File: src/rtl/tcd_pkg.sv
package tcd_pkg;

  localparam int FW = 6;
  typedef logic [FW-1:0] func_t;

  localparam func_t F_BKSP = 6'h11;
  localparam func_t F_SKFR = 6'h13;
  localparam func_t F_CLR  = 6'h20;
  localparam func_t F_RD   = 6'h21;
  localparam func_t F_WR   = 6'h22;
  localparam func_t F_SKFF = 6'h23;
  localparam func_t F_WFM  = 6'h30;
  localparam func_t F_REW  = 6'h38;

  localparam logic [7:0] S_ERR  = 8'h80;
  localparam logic [7:0] S_EOF  = 8'h40;
  localparam logic [7:0] S_EOT  = 8'h20;
  localparam logic [7:0] S_NMTN = 8'h10;
  localparam logic [7:0] S_BSY  = 8'h08;
  localparam logic [7:0] S_EOM  = 8'h04;
  localparam logic [7:0] S_EXC  = 8'h02;
  localparam logic [7:0] S_DU   = 8'h01;

  localparam logic [7:0] S_CTL_MASK = S_ERR | S_EOF | S_BSY | S_EOM;
  localparam logic [7:0] S_EXC_SRC  = S_ERR | S_EOF | S_NMTN;

  // unit flags held as {eot, nmtn}
  typedef logic [1:0] uflags_t;

  function automatic logic func_legal(input func_t f);
    case (f)
      F_BKSP, F_SKFR, F_RD, F_WR, F_SKFF, F_WFM, F_REW: func_legal = 1'b1;
      default:                                         func_legal = 1'b0;
    endcase
  endfunction

  function automatic logic func_writes(input func_t f);
    func_writes = (f == F_WR) || (f == F_WFM);
  endfunction

  function automatic logic func_is_xfer(input func_t f);
    func_is_xfer = (f == F_RD) || (f == F_WR);
  endfunction

  function automatic logic [7:0] ctl_init(input func_t f);
    ctl_init = ((f == F_WR) || (f == F_REW)) ? 8'h00 : S_BSY;
  endfunction

  function automatic logic [7:0] build_status(input logic [7:0] ctl,
                                              input uflags_t  uf,
                                              input logic     present);
    logic [7:0] t;
    t = ctl & S_CTL_MASK;
    if (present) begin
      if (uf[1]) t = t | S_EOT;
      if (uf[0]) t = t | S_NMTN;
    end else begin
      t = t | S_DU;
    end
    if ((t & S_EXC_SRC) != 8'h00) t = t | S_EXC;
    build_status = t;
  endfunction

endpackage

File: src/rtl/tcd_decode.sv
module tcd_decode
  import tcd_pkg::*;
#(
  parameter int NU = 4,
  parameter int UW = $clog2(NU)
) (
  input  logic                cmd_wr,
  input  logic [UW-1:0]       cmd_unit,
  input  logic [7:0]          cmd_byte,
  input  logic [NU-1:0]       present,
  input  logic [NU-1:0]       wprot,
  input  logic [NU-1:0]       active,
  input  logic [NU-1:0]       stopping,
  input  logic [NU-1:0][FW-1:0] ucmd,
  output logic                is_clr,
  output logic                accept,
  output func_t               func,
  output logic [NU-1:0]       cancel
);

  logic gate_ok;
  logic own_free;

  assign func     = cmd_byte[FW-1:0];
  assign is_clr   = cmd_wr && (func == F_CLR);
  assign gate_ok  = cmd_wr && !is_clr && func_legal(func) && present[cmd_unit]
                    && !(func_writes(func) && wprot[cmd_unit]);
  assign own_free = !active[cmd_unit] || stopping[cmd_unit];
  assign accept   = gate_ok && own_free;

  for (genvar i = 0; i < NU; i++) begin : g_cancel
    assign cancel[i] = accept && (cmd_unit != UW'(i)) && active[i]
                       && (ucmd[i] != F_REW);
  end

endmodule

File: src/rtl/tcd_unit_regs.sv
module tcd_unit_regs
  import tcd_pkg::*;
#(
  parameter int NU = 4,
  parameter int UW = $clog2(NU)
) (
  input  logic                  clk,
  input  logic                  rst_n,
  input  logic                  clr,
  input  logic                  accept,
  input  logic [UW-1:0]         unit,
  input  func_t                 func,
  input  logic [NU-1:0]         cancel,
  input  logic                  seq_upd,
  input  logic [UW-1:0]         seq_unit,
  input  uflags_t               seq_ust,
  input  logic                  seq_done,
  output logic [NU-1:0][FW-1:0] ucmd,
  output logic [NU-1:0][1:0]    ust
);

  for (genvar i = 0; i < NU; i++) begin : g_unit
    logic hit_cmd;
    logic hit_seq;
    assign hit_cmd = accept && (unit == UW'(i));
    assign hit_seq = seq_upd && (seq_unit == UW'(i));

    always_ff @(posedge clk or negedge rst_n) begin
      if (!rst_n) begin
        ucmd[i] <= '0;
        ust[i]  <= 2'b01;
      end else if (clr) begin
        ucmd[i] <= '0;
        ust[i]  <= {ust[i][1], 1'b1};
      end else if (hit_cmd) begin
        ucmd[i] <= func;
        ust[i]  <= 2'b00;
      end else if (cancel[i]) begin
        ucmd[i] <= '0;
      end else if (hit_seq) begin
        ust[i] <= seq_ust;
        if (seq_done) ucmd[i] <= '0;
      end
    end
  end

endmodule

File: src/rtl/tcd_ctl_regs.sv
module tcd_ctl_regs
  import tcd_pkg::*;
(
  input  logic       clk,
  input  logic       rst_n,
  input  logic       clr,
  input  logic       accept,
  input  func_t      func,
  input  logic       seq_upd,
  input  logic       seq_ctl_we,
  input  logic [7:0] seq_ctl,
  input  logic       seq_xfer_clr,
  output logic [7:0] ctl_sta,
  output logic       xfer
);

  always_ff @(posedge clk or negedge rst_n) begin
    if (!rst_n) begin
      ctl_sta <= S_BSY;
      xfer    <= 1'b0;
    end else if (clr) begin
      ctl_sta <= S_BSY;
      xfer    <= 1'b0;
    end else if (accept) begin
      ctl_sta <= ctl_init(func);
      xfer    <= func_is_xfer(func);
    end else if (seq_upd) begin
      if (seq_ctl_we)   ctl_sta <= seq_ctl & S_CTL_MASK;
      if (seq_xfer_clr) xfer    <= 1'b0;
    end
  end

endmodule

File: src/rtl/tcd_status.sv
module tcd_status
  import tcd_pkg::*;
#(
  parameter int NU = 4,
  parameter int UW = $clog2(NU)
) (
  input  logic [7:0]         ctl_sta,
  input  logic [NU-1:0][1:0] ust,
  input  logic [NU-1:0]      present,
  input  logic [UW-1:0]      sel,
  output logic [7:0]         status
);

  assign status = build_status(ctl_sta, ust[sel], present[sel]);

endmodule

File: src/rtl/tape_cmd_decoder.sv
module tape_cmd_decoder
  import tcd_pkg::*;
#(
  parameter int NU = 4,
  parameter int UW = $clog2(NU)
) (
  input  logic             clk,
  input  logic             rst_n,
  input  logic             cmd_wr_i,
  input  logic [UW-1:0]    cmd_unit_i,
  input  logic [7:0]       cmd_byte_i,
  input  logic [NU-1:0]    unit_present_i,
  input  logic [NU-1:0]    unit_wprot_i,
  input  logic [NU-1:0]    unit_active_i,
  input  logic [NU-1:0]    unit_stopping_i,
  input  logic             seq_upd_i,
  input  logic [UW-1:0]    seq_unit_i,
  input  logic [1:0]       seq_ust_i,
  input  logic             seq_done_i,
  input  logic             seq_ctl_we_i,
  input  logic [7:0]       seq_ctl_i,
  input  logic             seq_xfer_clr_i,
  input  logic [UW-1:0]    stat_unit_i,
  output logic [7:0]       status_o,
  output logic             xfer_o,
  output logic             start_o,
  output logic [UW-1:0]    start_unit_o,
  output logic [FW-1:0]    start_func_o,
  output logic [NU-1:0]    cancel_o,
  output logic             clr_o,
  output logic             arm_stb_o,
  output logic [UW-1:0]    arm_unit_o,
  output logic [1:0]       arm_bits_o,
  output logic [NU*FW-1:0] ucmd_o
);

  logic                  clr_w;
  logic                  accept_w;
  func_t                 func_w;
  logic [NU-1:0]         cancel_w;
  logic [NU-1:0][FW-1:0] ucmd_w;
  logic [NU-1:0][1:0]    ust_w;
  logic [7:0]            ctl_w;

  tcd_decode #(.NU(NU), .UW(UW)) u_dec (
    .cmd_wr   (cmd_wr_i),
    .cmd_unit (cmd_unit_i),
    .cmd_byte (cmd_byte_i),
    .present  (unit_present_i),
    .wprot    (unit_wprot_i),
    .active   (unit_active_i),
    .stopping (unit_stopping_i),
    .ucmd     (ucmd_w),
    .is_clr   (clr_w),
    .accept   (accept_w),
    .func     (func_w),
    .cancel   (cancel_w)
  );

  tcd_unit_regs #(.NU(NU), .UW(UW)) u_units (
    .clk      (clk),
    .rst_n    (rst_n),
    .clr      (clr_w),
    .accept   (accept_w),
    .unit     (cmd_unit_i),
    .func     (func_w),
    .cancel   (cancel_w),
    .seq_upd  (seq_upd_i),
    .seq_unit (seq_unit_i),
    .seq_ust  (seq_ust_i),
    .seq_done (seq_done_i),
    .ucmd     (ucmd_w),
    .ust      (ust_w)
  );

  tcd_ctl_regs u_ctl (
    .clk          (clk),
    .rst_n        (rst_n),
    .clr          (clr_w),
    .accept       (accept_w),
    .func         (func_w),
    .seq_upd      (seq_upd_i),
    .seq_ctl_we   (seq_ctl_we_i),
    .seq_ctl      (seq_ctl_i),
    .seq_xfer_clr (seq_xfer_clr_i),
    .ctl_sta      (ctl_w),
    .xfer         (xfer_o)
  );

  tcd_status #(.NU(NU), .UW(UW)) u_stat (
    .ctl_sta (ctl_w),
    .ust     (ust_w),
    .present (unit_present_i),
    .sel     (stat_unit_i),
    .status  (status_o)
  );

  always_ff @(posedge clk or negedge rst_n) begin
    if (!rst_n) begin
      start_o      <= 1'b0;
      start_unit_o <= '0;
      start_func_o <= '0;
      cancel_o     <= '0;
      clr_o        <= 1'b0;
      arm_stb_o    <= 1'b0;
      arm_unit_o   <= '0;
      arm_bits_o   <= '0;
    end else begin
      start_o      <= accept_w;
      start_unit_o <= cmd_unit_i;
      start_func_o <= func_w;
      cancel_o     <= cancel_w;
      clr_o        <= clr_w;
      arm_stb_o    <= cmd_wr_i && !clr_w;
      arm_unit_o   <= cmd_unit_i;
      arm_bits_o   <= cmd_byte_i[7:6];
    end
  end

  assign ucmd_o = ucmd_w;

endmodule

File: config.mk
export PLATFORM = sky130hd
export DESIGN_NAME = tape_cmd_decoder
export DESIGN_NICKNAME = d
export VERILOG_FILES = /design/src/rtl/tcd_pkg.sv /design/src/rtl/tcd_decode.sv /design/src/rtl/tcd_unit_regs.sv /design/src/rtl/tcd_ctl_regs.sv /design/src/rtl/tcd_status.sv /design/src/rtl/tape_cmd_decoder.sv
export SDC_FILE = /design/constraint.sdc
export NUM_CORES = 1
export LEC_CHECK = 0
export BUFFER_PORTS_ARGS = -buffer_cell sky130_fd_sc_hd__buf_4
export CAP_MARGIN = 20
export CORE_MARGIN = 8
export CORE_UTILIZATION = 44
export DETAILED_ROUTE_END_ITERATION = 8
export PLACE_DENSITY_LB_ADDON = 0.25
export SYNTH_ARGS = -nofsm -noshare
export SYNTH_HDL_FRONTEND = slang
export SYNTH_SLANG_ARGS = --single-unit
File: constraint.sdc
create_clock -name clk -period 1.4 [get_ports clk]
set_input_delay 0.07 -clock clk [delete_from_list [all_inputs] [get_ports clk]]
set_output_delay 0.07 -clock clk [all_outputs]
set_load 0.005 [all_outputs]
# Yosys cells after proc, flatten, opt, wreduce, memory -nomap -nowiden

Index checks and enable logic that the tools add are counted.

Flip-flop bits (word level): 58
Input port bits: 47

$lt $le $gt $ge: 2
Equal/unequal tests: 29
Mux-type cells: 59
Bitwise gates (word level): 1
Reduce and logical (&&, ||, !) cells: 72

Operators by type and width:

| operator                                                   | number |
|---|---|
| 2-to-1 mux 6 bit                                           | 19 |
| == test 6 bit, second input constant                       | 6 |
| 2-to-1 mux 8 bit                                           | 4 |
| nonzero test 4 bit                                         | 8 |
| 2-to-1 mux 2 bit                                           | 14 |
| logical AND 1 bit                                          | 27 |
| inequality test 6 bit, second input constant               | 4 |
| nonzero test 3 bit                                         | 7 |
| AND reduction 2 bit                                        | 10 |
| 2-to-1 mux 1 bit                                           | 14 |
| == test 6 x 5 -> 1 bit, second input constant              | 2 |
| inequality test 3 x 2 -> 1 bit, second input constant      | 4 |
| AND reduction 3 bit                                        | 4 |
| binary-select mux 1 bit (select 2 bit)                     | 5 |
| inequality test 2 x 1 -> 1 bit, second input constant      | 5 |
| nonzero test 2 bit                                         | 5 |
| == test 2 bit, second input constant                       | 4 |
| nonzero test 8 bit                                         | 1 |
| OR reduction 7 bit                                         | 1 |
| less-than comparator 2 x 3 -> 1 bit, second input constant | 2 |
| 2-to-1 mux 5 bit                                           | 1 |
| binary-select mux 2 bit (select 2 bit)                     | 1 |
| == test 2 x 1 -> 1 bit, second input constant              | 2 |
| zero test 2 bit                                            | 2 |
| 5 further kinds                                            | 11 |

# Logic depth before layout (Yosys ltp)

Word-level depth: 14
Depth in mapped cells: 9
Gate-level depth less buffers: 7

# By module

A second synthesis with hierarchy kept.

Cells, all modules: 239
Area total of the unflattened synthesis: 2738.9 um^2

By module, submodules not included:

| module           | times used | cells an instance | area an instance (um^2) | sequential area each (um^2) |
|---|---|---|---|---|
| tcd_unit_regs    | 1          | 134               | 1507.7                  | 805.8 |
| tape_cmd_decoder | 1          | 20                | 454.2                   | 425.4 |
| tcd_decode       | 1          | 46                | 355.3                   | 0.0 |
| tcd_ctl_regs     | 1          | 28                | 294.0                   | 126.4 |
| tcd_status       | 1          | 11                | 127.6                   | 0.0 |

# Worst setup path after synthesis

Ideal clock, no wire load.

Path kind: input to register
Start point: input cmd_byte_i[5]
End point: register u_units.ust[1] (netlist bit)
Arrival: 1750 ps
Data required time: 1279 ps
Setup slack: -471 ps
Stages: 7
Buffers on the path: 1
Cells stage by stage: buf_2 -> nor4b_4 -> a211o_1 -> or3_4 -> nor4_4 -> o221ai_1 -> a22o_1

Word-level cells in the longest chain between the ends: 13
Elaborated cells between the ends (all ways): 29
Classes of those cells: 9 x eq/ne; 2 x mux; 1 x bitwise; 17 x reduce/logical

RTL lines:

| item                                                        | line                   | source |
|---|---|---|
| start, declared                                             | tape_cmd_decoder.sv:11 | `input logic [7:0] cmd_byte_i,` |
| branches (longest 13 deep; another with OR reduction 7 bit) | n/a                    |  |
| end signal, assigned by index                               | tcd_unit_regs.sv:34    | `ust[i] <= {ust[i][1], 1'b1};` |
| end signal, assigned by index                               | tcd_unit_regs.sv:41    | `ust[i] <= seq_ust;` |
| end, declared                                               | tcd_unit_regs.sv:19    | `output logic [NU-1:0][1:0] ust` |

Parallel ways; which one is timed is not known.
A chain may end at the register's enable or synchronous reset.

# Worst setup path after layout

Start point: register u_units.ust[6] (netlist bit)
End point: output status_o[1]

Word-level cells in the longest chain between the ends: 6

RTL lines:

| item                                   | line                   | source |
|---|---|---|
| binary-select mux 2 bit (select 2 bit) | tcd_status.sv:14       | `assign status = build_status(ctl_sta, ust[sel], present[sel]);` |
| 2-to-1 mux 2 bit (not written as such) | tcd_status.sv:14       |  |
| 2-to-1 mux 5 bit                       | tcd_pkg.sv:56          | `if (uf[0]) t = t \| S_NMTN;` |
| 2-to-1 mux 6 bit                       | tcd_pkg.sv:54          | `if (present) begin` |
| nonzero test 8 bit                     | tcd_pkg.sv:60          | `if ((t & S_EXC_SRC) != 8'h00) t = t \| S_EXC;` |
| 2-to-1 mux 2 bit                       | tcd_pkg.sv:60          |  |
| end, declared                          | tape_cmd_decoder.sv:24 | `output logic [7:0] status_o,` |

No other way between the ends. The select of a mux whose other input is x is not followed.

==> impl_metrics.tcl <==
set metrics [dict create \
    drt_drc_violations_left 0 \
    postLayoutCoreUtil_pct 78.23 \
    synth_cell_type_count 62 \
    ys.flop_type "dfrtp_1" \
    h_tree_levels 2 \
    tritoncts.num_buffers 5 \
    min_path_type "in2reg" \
    path_max_fanout 2 \
    place_congestion 0.9034 \
    crit_required_ns 1.33 \
    die-area_sq_um 8817 \
    synth_top_cells_by_area "dfrtp_1 (46%), a22o_1 (5.6%), dfstp_2 (4.9%)" \
    layout_worst_path_cycle_share_pct 130.6 \
    grt_util_all_layers_pct 20.79 \
    switch_share_pct 26.16 \
    fraction_of_post_synthesis_cell_area_in_the_top_cell_type_by_area_pct 45.92 \
    min_path_cells 3 \
    slew_headroom_pct 54.78 \
    hold_end "u_ctl.ctl_sta[6]$_DFFE_PN0P_" \
    synth_sequential_area_ratio_pct 50.84 \
    critical_path.reg2reg.startpoint "u_units.ucmd[20]$_DFFE_PN0P_" \
    synth.ff_latch_count 54 \
    worst_ir_drop_vdd_uv 518.3 \
    failing_checks "negative setup slack" \
    grt_first_pass_wirelength_mm 14.43 \
    number_of_antenna_violations_at_the_first_check_in_global_routing 0 \
    final_cell_mix "buf_4 (172), dfrtp_1 (49), a22o_1 (17)" \
    max_clock_freq_mhz 546.9 \
    final-setup-viol-count 44 \
    final_layout_size_suffix_gt1_share_pct 60.77 \
    die_height_um 93.90 \
    fp-row-count 28 \
    finalNetCount 464 \
    power_density_nw_per_um2 816.9 \
    detailroute.via_count 2723 \
    core_area_sq_um 5886 \
    width_of_the_chip_um 93.90 \
    clk_lat_worst_skew_ns 0.31 \
    placement.setup.worst_slack_ns -0.6333 \
    design.portCount 99 \
    rsz0062_at_grt "true" \
    drtAntennaViolNets 0 \
    clkSinkCount 54 \
    clock_skew_ns 0.005510 \
    tritoncts "done" \
    p_r_area_growth_vs_syn_pct 72.45 \
    power.static_leakage_nw 2.282 \
    avgViaCountPerCell 5.523 \
    ys_async_sr_fraction_pct 100.0 \
    drt_first_pass_iters 4 \
    final-max-slew-violation-count 0 \
    outcome "finished, violations left" \
    worst_setup_path_end_kind "primary output" \
    post_synth.cell_area_avg_sq_um 11.87 \
    overflow 0 \
    routed_wire_length_per_instance_um 19.04 \
    p_int_w 0.002777 \
    grt_pass1_vias 2841 \
    final.setup.worst_slack_ns -0.4286 \
    synthCells 225 \
    antenna_cells 0 \
    cts-root-buf "clkbuf_8" \
    finalHoldWorstSlack_ns 0.01102 \
    seqCellArea_sq_um 1358 \
    r2r_slack_ns -0.32 \
    regToRegEndpoint "u_units.ucmd[19]$_DFFE_PN0P_" \
    multi_input_comb_area_sq_um 1401 \
    clkTransAtPathRegs_ns 0.10 \
    final_common_cell "buf_4" \
    yosysWarningCount 0 \
    power.sequential.fraction_pct 46.3 \
    hp-start "seq_ctl_i[6]" \
    drt_wl_total_mm 9.388 \
    fill_cells 376 \
    clockPowerShare_pct 28.1 \
    place_hpwl_mm 6.639 \
    worst_ep_arrival_time_ns 1.76 \
    initial_utilization_pct 45.37 \
    share_comb_of_total_power_pct 25.6 \
    synth_largest_area_cell "dfrtp_1" \
    period_minus_slack_ns 1.829 \
    number_of_flops_mapped_to_enable_cells_by_yosys 0 \
    timing.setup.tns_ns -9.590 \
    drt_iter0_markers 147 \
    cts_max_path_buffers 2 \
    total_switching_power_w 0.0009840 \
    start_kind "flip-flop" \
    synthesis.area_sq_um 2670 \
    io_buffer_count 94 \
    syn-num-nets 272 \
    report.final.hold_viol_count 0 \
    worst_r2r_path_depth 7 \
    timing.max_cap.violations 0 \
    critical_path_class "reg2out" \
    slew_at_the_pin_closest_to_its_max_slew_limit_ns 0.6783 \
    grt_start_max_net_pins 55 \
]
power by group through the flow:
stage	Clock, W	Sequential [W]	Combinational [W]
2_1_floorplan	0	0.00176	0.000327
3_3_place_gp	0	0.00177	0.000793
3_5_place_dp	0	0.00177	0.000806
4_1_cts	0.00107	0.00174	0.000912
5_1_grt	0.00113	0.00175	0.00103
6_report	0.00106	0.00174	0.000964
how the worst max path moves through the flow:
stage	startpoint	end	cells after the start
2_1_floorplan	cmd_byte_i[5]	u_units.ust[1]$_DFFE_PN0P_	7
3_3_place_gp	cmd_unit_i[0]	u_units.ucmd[10]$_DFFE_PN0P_	9
3_5_place_dp	cmd_unit_i[0]	u_units.ucmd[9]$_DFFE_PN0P_	9
4_1_cts	u_units.ust[6]$_DFFE_PN1P_	status_o[1]	4
5_1_grt	u_units.ust[2]$_DFFE_PN1P_	status_o[1]	4
6_report	u_units.ust[6]$_DFFE_PN1P_	status_o[1]	4
cell usage after synthesis (all sizes together), types with 3 or more instances:
library cell / instances
o221ai: 3
nor3b: 3
nand2b: 8
o22ai: 3
buf: 9
and2: 8
dfrtp: 49
a211o: 3
a32o: 4
nand2: 20
a22o: 17
nor2: 8
clkbuf: 3
a21oi: 8
inv: 8
nand4b: 4
nor2b: 4
o31a: 3
and3: 3
nand3: 10
mux4: 4
dfstp: 5
critical path, cell delays in order, from the launching register on:
cell     delay (ns)
dfstp_2        0.38
mux4_2         0.47
and2_4         0.16
or3_1          0.31
buf_6          0.13
repair_timing:
item,CTS,global route
endpoints found under the hold margin,54,0
setup buffers,8,9
pin swaps,32,10
hold buffers,6,0
gates cloned,0,0
setup endpoints to repair,45,44
gates resized for setup,33,18
flip-flops by register name, summed over array words and instances (netlist names):
signal and flops:
arm_bits_o 2, arm_stb_o 1, cancel_o 4, clr_o 1
start_func_o 6, start_o 1, start_unit_o 2, u_ctl.ctl_sta 4
u_ctl.xfer 1, u_units.ucmd 24, u_units.ust 8
cell type report:
type	instances	area share [%]
repair buffers	197	34.73
multi-input cells	151	30.43
flip-flops and latches	54	29.48
well taps	75	2.038
clock buffers	6	1.576
inverters	8	0.9239
clock inverters	2	0.8152
routing by layer:
layer	vias up	GRT usage (%)	wire, um
met1	1356	25.15	3687
met2	119	35.65	4875
met3	22	4.556	608
met5	-	0	0
met4	0	6.869	216
li1	1226	-	-
cell families (layout without fill, tap and decap cells):
group	Yosys count	count (layout)	synth area share, %
AO/OA/AOI/OAI	60	60	19.40
XOR/XNOR	2	2	0.6562
buffers and inverters	20	213	4.358
flip-flops	54	54	50.84
multiplexers	6	6	4.171
AND/OR/NAND/NOR	83	83	20.57
metrics by stage:
step	std cells	total power [W]	area, sq um
detailed placement	463	0.002575	4064
global route	493	0.003906	4604
global placement	463	0.002559	4064
CTS	485	0.003722	4446
finish	493	0.003761	4604
floorplan	225	0.002090	2725
Power figures use the tool's default switching activity.
